[config.mk]
export PLATFORM = sky130hd
export DESIGN_NAME = fifo_width_sequencer
export DESIGN_NICKNAME = d
export VERILOG_FILES = /design/src/rtl/fws_pkg.sv /design/src/rtl/fws_ctrl.sv /design/src/rtl/fws_datapath.sv /design/src/rtl/fifo_width_sequencer.sv
export SDC_FILE = /design/constraint.sdc
export NUM_CORES = 1
export LEC_CHECK = 0
export ABC_AREA = 1
export BUFFER_PORTS_ARGS = -buffer_cell sky130_fd_sc_hd__buf_2
export CORE_ASPECT_RATIO = 0.75
export CORE_UTILIZATION = 41
export DETAILED_ROUTE_END_ITERATION = 10
export PLACE_DENSITY_LB_ADDON = 0.1
export SKIP_CTS_REPAIR_TIMING = 1
export SLEW_MARGIN = 10
export SYNTH_ARGS = -nofsm -noshare
export SYNTH_HDL_FRONTEND = slang
export SYNTH_SLANG_ARGS = --single-unit
[constraint.sdc]
create_clock -name clk -period 1.8 [get_ports clk]
set_clock_uncertainty 0.1 [all_clocks]
set_input_delay 0.54 -clock clk [delete_from_list [all_inputs] [get_ports clk]]
set_output_delay 0.54 -clock clk [all_outputs]
set_load 0.1 [all_outputs]
[src/rtl/fws_pkg.sv]
package fws_pkg;

  typedef struct packed {
    logic narrowOut;
    logic narrowIn;
    logic littleOrder;
  } fwsCfgT;

  typedef struct packed {
    logic accept;
    logic takeHigh;
    logic narrow;
  } fwsStrobeT;

endpackage

[src/rtl/fws_ctrl.sv]
module fws_ctrl
  import fws_pkg::*;
#(
  parameter int COUNT_W = 12
) (
  input  logic               clk,
  input  logic               rstN,
  input  fwsCfgT             cfgPins,
  input  logic               rdReq,
  input  logic               storeValid,
  input  logic [COUNT_W-1:0] wordCount,
  output fwsCfgT             cfgLatched,
  output fwsStrobeT          stb,
  output logic               storePop,
  output logic [COUNT_W:0]   occupancy
);

  fwsCfgT cfgQ;
  logic   phaseQ;
  logic   accept;
  logic   byteUnits;

  always_ff @(posedge clk) begin
    if (!rstN) begin
      cfgQ   <= cfgPins;
      phaseQ <= 1'b0;
    end else if (accept && cfgQ.narrowOut) begin
      phaseQ <= ~phaseQ;
    end
  end

  assign accept    = rdReq & storeValid;
  assign byteUnits = cfgQ.narrowOut & cfgQ.narrowIn;

  always_comb begin
    stb.accept   = accept;
    stb.narrow   = cfgQ.narrowOut;
    // first byte is the high half in big-endian order
    stb.takeHigh = cfgQ.littleOrder ? phaseQ : ~phaseQ;
    storePop     = accept & (~cfgQ.narrowOut | phaseQ);
  end

  always_comb begin
    if (byteUnits) occupancy = {wordCount, 1'b0} - {{COUNT_W{1'b0}}, phaseQ};
    else           occupancy = {1'b0, wordCount};
  end

  assign cfgLatched = cfgQ;

endmodule

[src/rtl/fws_datapath.sv]
module fws_datapath
  import fws_pkg::*;
#(
  parameter int BYTE_W = 9,
  localparam int WORD_W = 2 * BYTE_W
) (
  input  logic              clk,
  input  logic              rstN,
  input  fwsStrobeT         stb,
  input  logic [WORD_W-1:0] storeData,
  output logic              rdValid,
  output logic [WORD_W-1:0] rdData
);

  logic [BYTE_W-1:0] lane [2];
  logic [BYTE_W-1:0] pickedByte;
  logic [WORD_W-1:0] nextData;

  for (genvar g = 0; g < 2; g++) begin : g_lane
    assign lane[g] = storeData[g*BYTE_W +: BYTE_W];
  end

  assign pickedByte = stb.takeHigh ? lane[1] : lane[0];
  assign nextData   = stb.narrow ? {{BYTE_W{1'b0}}, pickedByte} : storeData;

  always_ff @(posedge clk) begin
    if (!rstN) begin
      rdValid <= 1'b0;
      rdData  <= '0;
    end else begin
      rdValid <= stb.accept;
      if (stb.accept) rdData <= nextData;
    end
  end

endmodule

[src/rtl/fifo_width_sequencer.sv]
module fifo_width_sequencer
  import fws_pkg::*;
#(
  parameter int BYTE_W  = 9,
  parameter int COUNT_W = 12,
  localparam int WORD_W = 2 * BYTE_W
) (
  input  logic               clk,
  input  logic               rstN,
  input  logic               cfgNarrowOutPin,
  input  logic               cfgNarrowInPin,
  input  logic               cfgLittlePin,
  input  logic               rdReq,
  input  logic               storeValid,
  input  logic [WORD_W-1:0]  storeData,
  input  logic [COUNT_W-1:0] wordCount,
  output logic               storePop,
  output logic               rdValid,
  output logic [WORD_W-1:0]  rdData,
  output logic [COUNT_W:0]   occupancy
);

  fwsCfgT    cfgPins;
  fwsCfgT    cfgLatched;
  fwsStrobeT stb;
  logic      latchedNarrowOut;
  logic      latchedNarrowIn;
  logic      latchedLittle;

  assign cfgPins = '{narrowOut: cfgNarrowOutPin, narrowIn: cfgNarrowInPin,
                     littleOrder: cfgLittlePin};

  assign latchedNarrowOut = cfgLatched.narrowOut;
  assign latchedNarrowIn  = cfgLatched.narrowIn;
  assign latchedLittle    = cfgLatched.littleOrder;

  fws_ctrl #(.COUNT_W(COUNT_W)) u_ctrl (
    .clk        (clk),
    .rstN       (rstN),
    .cfgPins    (cfgPins),
    .rdReq      (rdReq),
    .storeValid (storeValid),
    .wordCount  (wordCount),
    .cfgLatched (cfgLatched),
    .stb        (stb),
    .storePop   (storePop),
    .occupancy  (occupancy)
  );

  fws_datapath #(.BYTE_W(BYTE_W)) u_dp (
    .clk       (clk),
    .rstN      (rstN),
    .stb       (stb),
    .storeData (storeData),
    .rdValid   (rdValid),
    .rdData    (rdData)
  );

endmodule

======== Word-level counts from Yosys, hierarchy flattened ========
Index checks and enable logic that the tools add are counted.
cells by class
  $add $sub $neg .......................... 1
  muxes and demuxes ....................... 4
  bitwise gates (word level) .............. 6
  reduce and logical (&&, ||, !) cells .... 1
operators with widths
  operator                                       count
  18-bit 2-to-1 mux                              1
  13-bit 2-to-1 mux                              1
  13-bit by 1-bit subtractor with 13-bit output  1
  9-bit 2-to-1 mux                               1
  1-bit AND                                      3
  1-bit inverter                                 2
  1-bit logical AND                              1
  1-bit 2-to-1 mux                               1
  1-bit OR                                       1
word-level totals
  flip-flop bits (word level) ............. 23
  bits of input ports ..................... 37
  output and inout bits ................... 33
  word-level logic and storage cells ...... 18

======== Longest topological paths before layout ========
Gate-level depths: netlist (run 1).
  depth after elaboration ................. 4
  depth in mapped cells ................... 8

======== By module ========
Synthesis (run 1) repeated with hierarchy kept, for this count alone.
unflattened totals
  cell total of the unflattened synthesis .. 226
  area total of the unflattened synthesis .. 1452.6 µm²
by module, submodules not included
  module        instances  cells each  area each (µm²)  seq. area each (µm²)
  fws_datapath  1          120         840.8            380.4
  fws_ctrl      1          106         611.8            110.1

======== Worst setup path after synthesis (run 1) ========
Ideal clock, no wire load.
  kind .................................... in2out
  from .................................... input wordCount[0]
  to ...................................... output occupancy[2]
  arrival time ............................ 3090 ps
  data required time ...................... 1160 ps
  setup slack ............................. -1930 ps
  cell stages on the path ................. 4
  path buffers ............................ 0
  cell sequence ........................... inv_1 > ha_1 > xnor2_1 > o21ai_0
between the ends
  word-level cells in the longest chain between the ends .. 2
RTL lines
  element                                        RTL line                    RTL
  from (decl)                                    fifo_width_sequencer.sv:16  input logic [COUNT_W-1:0] wordCount,
  13-bit by 1-bit subtractor with 13-bit output  fws_ctrl.sv:44              if (byteUnits) occupancy = {wordCount, 1'b0} - {{COUNT_W{1'b0}}, phaseQ};
  13-bit 2-to-1 mux                              fws_ctrl.sv:44
  to (decl)                                      fifo_width_sequencer.sv:20  output logic [COUNT_W:0] occupancy
No other way between the ends.

======== Worst setup path after layout (run 1) ========
  from .................................... input wordCount[0]
  to ...................................... output occupancy[12]
Same word-level chain as after synthesis.

==> flow_summary.ini, run 1 <==
[run_status]
status = complete, but fails checks
failed_checks = DRC, setup timing

[job]
drv_cap = 0

[clocking]
clk_latency_ns = 0.27
tritoncts = done
htreeDepth = 1
cts_root_buf = clkbuf_8
path_clk_slew_ns = 0.08
numCtsBuffers = 3
cts.sinks = 23
cts_max_path_buffers = 2

[setup_path]
crit_path_start_kind = primary input
worstRegToRegCells = 4
r2r_end = u_dp.rdData[14]
crit_required_ns = 1.16
crit_path_end_kind = primary output
r2r_slack_ns = 0.45
worstPathMaxFanout = 4
worstSetupPathType = primary input to primary output
reg2reg_from = u_ctrl.cfgLatched[2]
cp_data_arrival_time_ns = 1.55

[synthesis]
synth_fp_nets = 263
netlist_instances = 225
syn-cell-area_mm2 = 0.001444
ys_seq_area_share_pct = 33.97
syn_area_per_cell_um2 = 6.417
yosys_warnings = 0
ys_types = 24
synth-seq-cells = 23

[layout]
drive_gt1_share_pct = 47.22
finalNetCount = 363
fin_util_pct = 77.70
synthToLayoutAreaGrowth_pct = 79.38
n_antenna_cell = 0
fin_cells = 364

[grt]
grt_pass1_vias = 1418
grt_pass1_wl_mm = 6.382
met1_usage_pct = 32.46
gr-total-overflow = 0
grtUsageMet2_pct = 32.52
grt_use_total_pct = 21.94
grt_max_degree = 20
grt.busiest_layer = met2
use_met3_pct = 5.143
antenna_found_initial = 0

[power]
p_leak_nw = 1.317
max-vdd-ir-drop_uv = 726.6
p_per_area_mw_per_mm2 = 703.1

[detailed_routing]
routed_wl_mm = 4.235
drtPass1Iterations = 7
vias_per_cell = 4.953
vias = 1803
wire_per_inst_um = 11.63
drc = 12
ant_nets = 0
drt_iter0_markers = 97

[sta]
rsz0062_at_grt = yes
fmax_mhz = 456.8
holdWs_ns = 0.3422
worst_pin_slew_ns = 0.4946
period_needed_ns = 2.189
finalHoldViolations = 0
relSlewSlack_pct = 67.25
setup_ws_ns = -0.3892
finalSetupViolCount = 14
slew_violations = 0
min_period_over_period_pct = 121.6

[placement]
port-buffer-count = 69
place.gp.congestion = 0.7530
dp_hpwl_mm = 3.275
dp_cells = 357

[die]
core-area_mm2 = 0.003333
fp-row-count = 18
die_w_um = 70.53
dieArea_mm2 = 0.003766
die_h_um = 53.40
initial_core_util_pct = 43.32
io_pins = 70

[worst_hold_path]
hp-class = primary input to register
whs_path_depth = 1
hp-start = cfgNarrowOutPin
hold_end = u_ctrl.cfgLatched[2]
==> Yosys cell counts <==
cell type  number  area share (%)
nor2_2          2            0.87
nand3_4         1             1.2
xnor2_1         1            0.61
o211ai_1        1            0.52
nor2_4          3             2.3
nand2_1        60              16
ha_1            1            0.87
nand2_2         2            0.87
nor2_1         32             8.3
nand4_1        10             4.3
clkinv_1        1            0.26
nand3_1        38              13
o21ai_0        12             4.2
dfxtp_1        20              28
edfxtp_1        3             6.2
clkbuf_8        1            0.95
nand2_4         3             2.3
a31oi_1         1            0.43
clkbuf_1        2            0.52
buf_2           3             1.0
inv_2           3            0.78
buf_4           1            0.52
inv_1          23             6.0
a21oi_1         1            0.35
==> critical path, stage by stage <==
cell and delay, ns:
buf_12 0.11, inv_12 0.04, ha_4 0.14, nand2_4 0.07, nor2_4 0.15, nand2_2 0.09
nand2_2 0.06, nand2_2 0.06, nor2_4 0.09, buf_12 0.18
==> cell usage in the layout (no fill, tap or decap), types with 2 or more instances in the layout <==
cell type,count
buf_4,31
nand2_4,7
edfxtp_1,3
buf_2,53
nand4_1,10
nand2_2,9
o21ai_4,8
nand3_2,3
nor2_1,27
buf_12,15
nor2_2,3
nand3_1,35
dfxtp_1,19
nand2_1,48
inv_2,2
clkbuf_8,3
nor2_4,7
o21ai_0,3
inv_1,22
buf_6,3
==> per-stage QoR <==
stage / setup slack [ns] / cell area (µm²) / setup TNS, ns / total power [mW]
finish: -0.3892 / 2590 / -4.300 / 1.821
detailed placement: -0.4779 / 2429 / -4.767 / 1.492
floorplan: -0.3928 / 1657 / -2.793 / 1.198
CTS: -0.4864 / 2475 / -5.430 / 1.804
global route: -0.4422 / 2590 / -4.977 / 1.891
global placement: -0.4452 / 2429 / -4.509 / 1.485
==> registers in the layout, summed over array words and instances, names as in the netlist <==
signal and cells:
u_dp.rdValid 1, u_ctrl.cfgLatched 3, u_dp.rdData 18, u_ctrl.phaseQ 1
==> cell families (layout without fill, tap and decap cells) <==
| kind of cell | count (synthesis) | in the layout | synth area share, % |
|---|---|---|---|
| AND/OR/NAND/NOR | 151 | 151 | 49.05 |
| buffers and inverters | 34 | 133 | 10.05 |
| flip-flops | 23 | 23 | 33.97 |
| AO/OA/AOI/OAI | 15 | 15 | 5.460 |
| adder cells (fa/ha/maj) | 1 | 1 | 0.8664 |
| XOR/XNOR | 1 | 1 | 0.6067 |
==> final cells by class <==
class | instances | area, µm²
inverters | 27 | 118.9
well taps | 40 | 50.05
flip-flops and latches | 23 | 494.2
fillers | 261 | 743.2
clock inverters | 1 | 5.005
clock buffers | 3 | 41.29
repair buffers | 102 | 832.0
multi-input cells | 168 | 1049
==> per-layer routing <==
| metal | vias to the layer above | part of all wire (%) |
|---|---|---|
| met5 | - | 0 |
| met1 | 810 | 50 |
| met4 | 0 | 0.40 |
| met2 | 63 | 44 |
| li1 | 926 | - |
| met3 | 4 | 6.2 |
==> report_power, final <==
part	leakage (nW)	switching [mW]	internal, mW
Sequential	0.194	0.0205	0.549
Combinational	1.10	0.630	0.309
Clock	0.0255	0.158	0.155
Total	1.32	0.809	1.01
==> worst max path at each step <==
stage                       from       endpoint  slack [ns]  cells after the start
floorplan           wordCount[0]  occupancy[12]       -0.39                      8
global placement    wordCount[0]  occupancy[11]       -0.45                      9
detailed placement  wordCount[0]   occupancy[9]       -0.48                      9
CTS                 wordCount[0]   occupancy[9]       -0.49                      9
global route        wordCount[0]  occupancy[12]       -0.44                     10
finish              wordCount[0]  occupancy[12]       -0.39                     10
(Power assumes the default switching activity.)
==> run 2, diff against run 1 <==
--- a/config.mk
+++ b/config.mk
@@ -5,10 +5,9 @@
 export SDC_FILE = /design/constraint.sdc
 export NUM_CORES = 1
 export LEC_CHECK = 0
-export ABC_AREA = 1
 export BUFFER_PORTS_ARGS = -buffer_cell sky130_fd_sc_hd__buf_2
 export CORE_ASPECT_RATIO = 0.75
-export CORE_UTILIZATION = 41
+export CORE_UTILIZATION = 39
 export DETAILED_ROUTE_END_ITERATION = 10
 export PLACE_DENSITY_LB_ADDON = 0.1
 export SKIP_CTS_REPAIR_TIMING = 1
==> run 2 against run 1 <==
  * The flow finishes with violations (setup timing)
  * Critical path depth is 2 lower
  * Setup slack got worse by 0.38 ns
  * Die area fell by 7.8%
  * Critical endpoint is now occupancy[8]
  * Register-to-register slack lost 0.20 ns
  * Count of clock-buffer cells in the layout up 1
  * Sequential share of layout area rose by 0.18 points
  * Global-route usage about the same
  * Clock power rose by 4%
  * Combinational power grew 2.6%
  * Power increased by 1.8%
==> flow_summary.ini, run 2 <==
[sta]
worst_pin_slew_ns = 0.4925
fmax_mhz = 389.2
period_needed_ns = 2.569
slew_violations = 0
final.setup.tns_ns = -7.288
relSlewSlack_pct = 67.39
rsz0062_at_grt = yes
setup_ws_ns = -0.7693
finalHoldViolations = 0
finalSetupViolCount = 14
min_period_over_period_pct = 142.7

[power]
power_mw = 1.853
max-vdd-ir-drop_uv = 530.9
p_leak_nw = 1.147
p_per_area_mw_per_mm2 = 722.1

[detailed_routing]
drtPass1Iterations = 4
drc = 0
ant_nets = 0
drt_iter0_markers = 118
vias = 1522
vias_per_cell = 5.266
wire_per_inst_um = 16.21
routed_wl_mm = 4.684

[die]
die_h_um = 51.28
fp-row-count = 17
die_w_um = 67.70
core-area_mm2 = 0.002999
initial_core_util_pct = 42.09
io_pins = 70
dieArea_mm2 = 0.003471

[layout]
n_antenna_cell = 0
seqCellArea_um2 = 494.2
largest_register_ffs = 18
fillers = 152
regMostFlops = u_dp.rdData
synthToLayoutAreaGrowth_pct = 103.3
final_common_cell = buf_2
fin_util_pct = 85.57
finalNetCount = 290
drive_gt1_share_pct = 56.97
multi_input_area_mm2 = 0.001035
layout_common_cells = buf_2, buf_4, nand2_1, a21oi_1, dfxtp_1

[synthesis]
synth_fp_nets = 191
ys.flop_type = dfxtp_1
yosys_warnings = 0
synth_common_cells = nand2_1, a21oi_1, dfxtp_1
synth_area_leaders = dfxtp_1, a21oi_1, nand2_1, mux2i_1, o21ai_0
synthArstFlopShare_pct = 0
synth_edf_count = 3
syn_area_per_cell_um2 = 8.251
ys_seq_area_share_pct = 38.85
netlist.area_leader.share_pct = 31.71
netlist_instances = 153
synth-seq-cells = 23
ys_types = 28
syn-cell-area_mm2 = 0.001262
yosys.area.top_type = dfxtp_1
yosysMostFrequentCell = nand2_1

[setup_path]
reg2reg_from = u_ctrl.cfgLatched[2]
crit_path_start_kind = primary input
crit_path_end_kind = primary output
worstRegToRegCells = 6
worstPathMaxFanout = 3
worstSetupPathType = primary input to primary output
crit_path_end = occupancy[8]
crit_required_ns = 1.16
r2r_slack_ns = 0.25
cp_data_arrival_time_ns = 1.93
r2r_end = u_dp.rdData[4]
cp-startpoint = wordCount[0]

[placement]
port-buffer-count = 69
pre_cts_ws_ns = -0.8208
dp_hpwl_mm = 2.996
place.gp.congestion = 0.7657

[clocking]
cts_max_path_buffers = 2
tritoncts = done
clk_latency_ns = 0.26
cts.sinks = 23
numCtsBuffers = 3
path_clk_slew_ns = 0.08
htreeDepth = 1
cts_root_buf = clkbuf_8

[grt]
antenna_found_initial = 0
grt_use_total_pct = 21.99
gr-total-overflow = 0
grt_pass1_wl_mm = 5.720
grt_pass1_vias = 1283
grt_max_degree = 16

[job]
drv_cap = 0

[run_status]
failed_checks = setup timing
status = complete, but fails checks

[worst_hold_path]
hp-class = primary input to register
-- run 2: routing by layer --
layer  vias up  global-route usage [%]  part of all wire [%]
met4         0                   4.255                   2.4
met2        71                   33.99                    51
met1       710                   30.74                    41
met5         -                       0                     0
met3        11                   5.357                   6.0
li1        730                       -                     -
-- run 2: worst min path at each step --
stage	depth (start not counted)	to	slack, ns	startpoint
floorplan	0	u_ctrl.cfgLatched[0]	0.54	cfgLittlePin
global placement	2	u_dp.rdData[9]	0.34	u_dp.rdData[9]
detailed placement	2	u_dp.rdData[16]	0.34	u_dp.rdData[16]
CTS	1	u_ctrl.cfgLatched[0]	0.34	cfgLittlePin
global route	1	u_ctrl.cfgLatched[1]	0.34	cfgNarrowInPin
finish	1	u_ctrl.cfgLatched[2]	0.34	cfgNarrowOutPin
-- run 2: cell families after synthesis --
logic type / synth area share, %
AO/OA/AOI/OAI: 17.34
multiplexers: 7.136
adder cells (fa/ha/maj): 0.9909
buffers and inverters: 4.460
XOR/XNOR: 8.325
AND/OR/NAND/NOR: 22.89
flip-flops: 38.85
-- run 2: through the flow --
stage | std cells | hold WS, ns | cell area, µm²
after floorplan | 153 | 0.5389 | 1533
after global placement | 274 | 0.3365 | 2256
after detailed placement | 274 | 0.3443 | 2256
after CTS | 278 | 0.3434 | 2301
after global routing | 289 | 0.3397 | 2566
final | 289 | 0.3439 | 2566
-- run 2: where the power goes --
| part | internal [mW] | leakage [nW] | switching [mW] |
|---|---|---|---|
| sequential | 0.548 | 0.194 | 0.0160 |
| clock | 0.158 | 0.0228 | 0.168 |
| combinational | 0.339 | 0.930 | 0.624 |
-- run 2: layout make-up --
type / instances / share of cell area, %
multi-input combinational: 117 / 40.32
timing repair buffer: 103 / 35.74
sequential: 23 / 19.26
tap: 38 / 1.853
clock buffer: 4 / 1.755
inverter: 4 / 1.073
-- run 2: worst max-delay path, stage by stage --
cell and delay (ns):
buf_12 0.11, inv_12 0.04, ha_4 0.11, or4b_4 0.48, nor4_4 0.19, xnor2_2 0.11
o21ai_4 0.15, buf_12 0.19
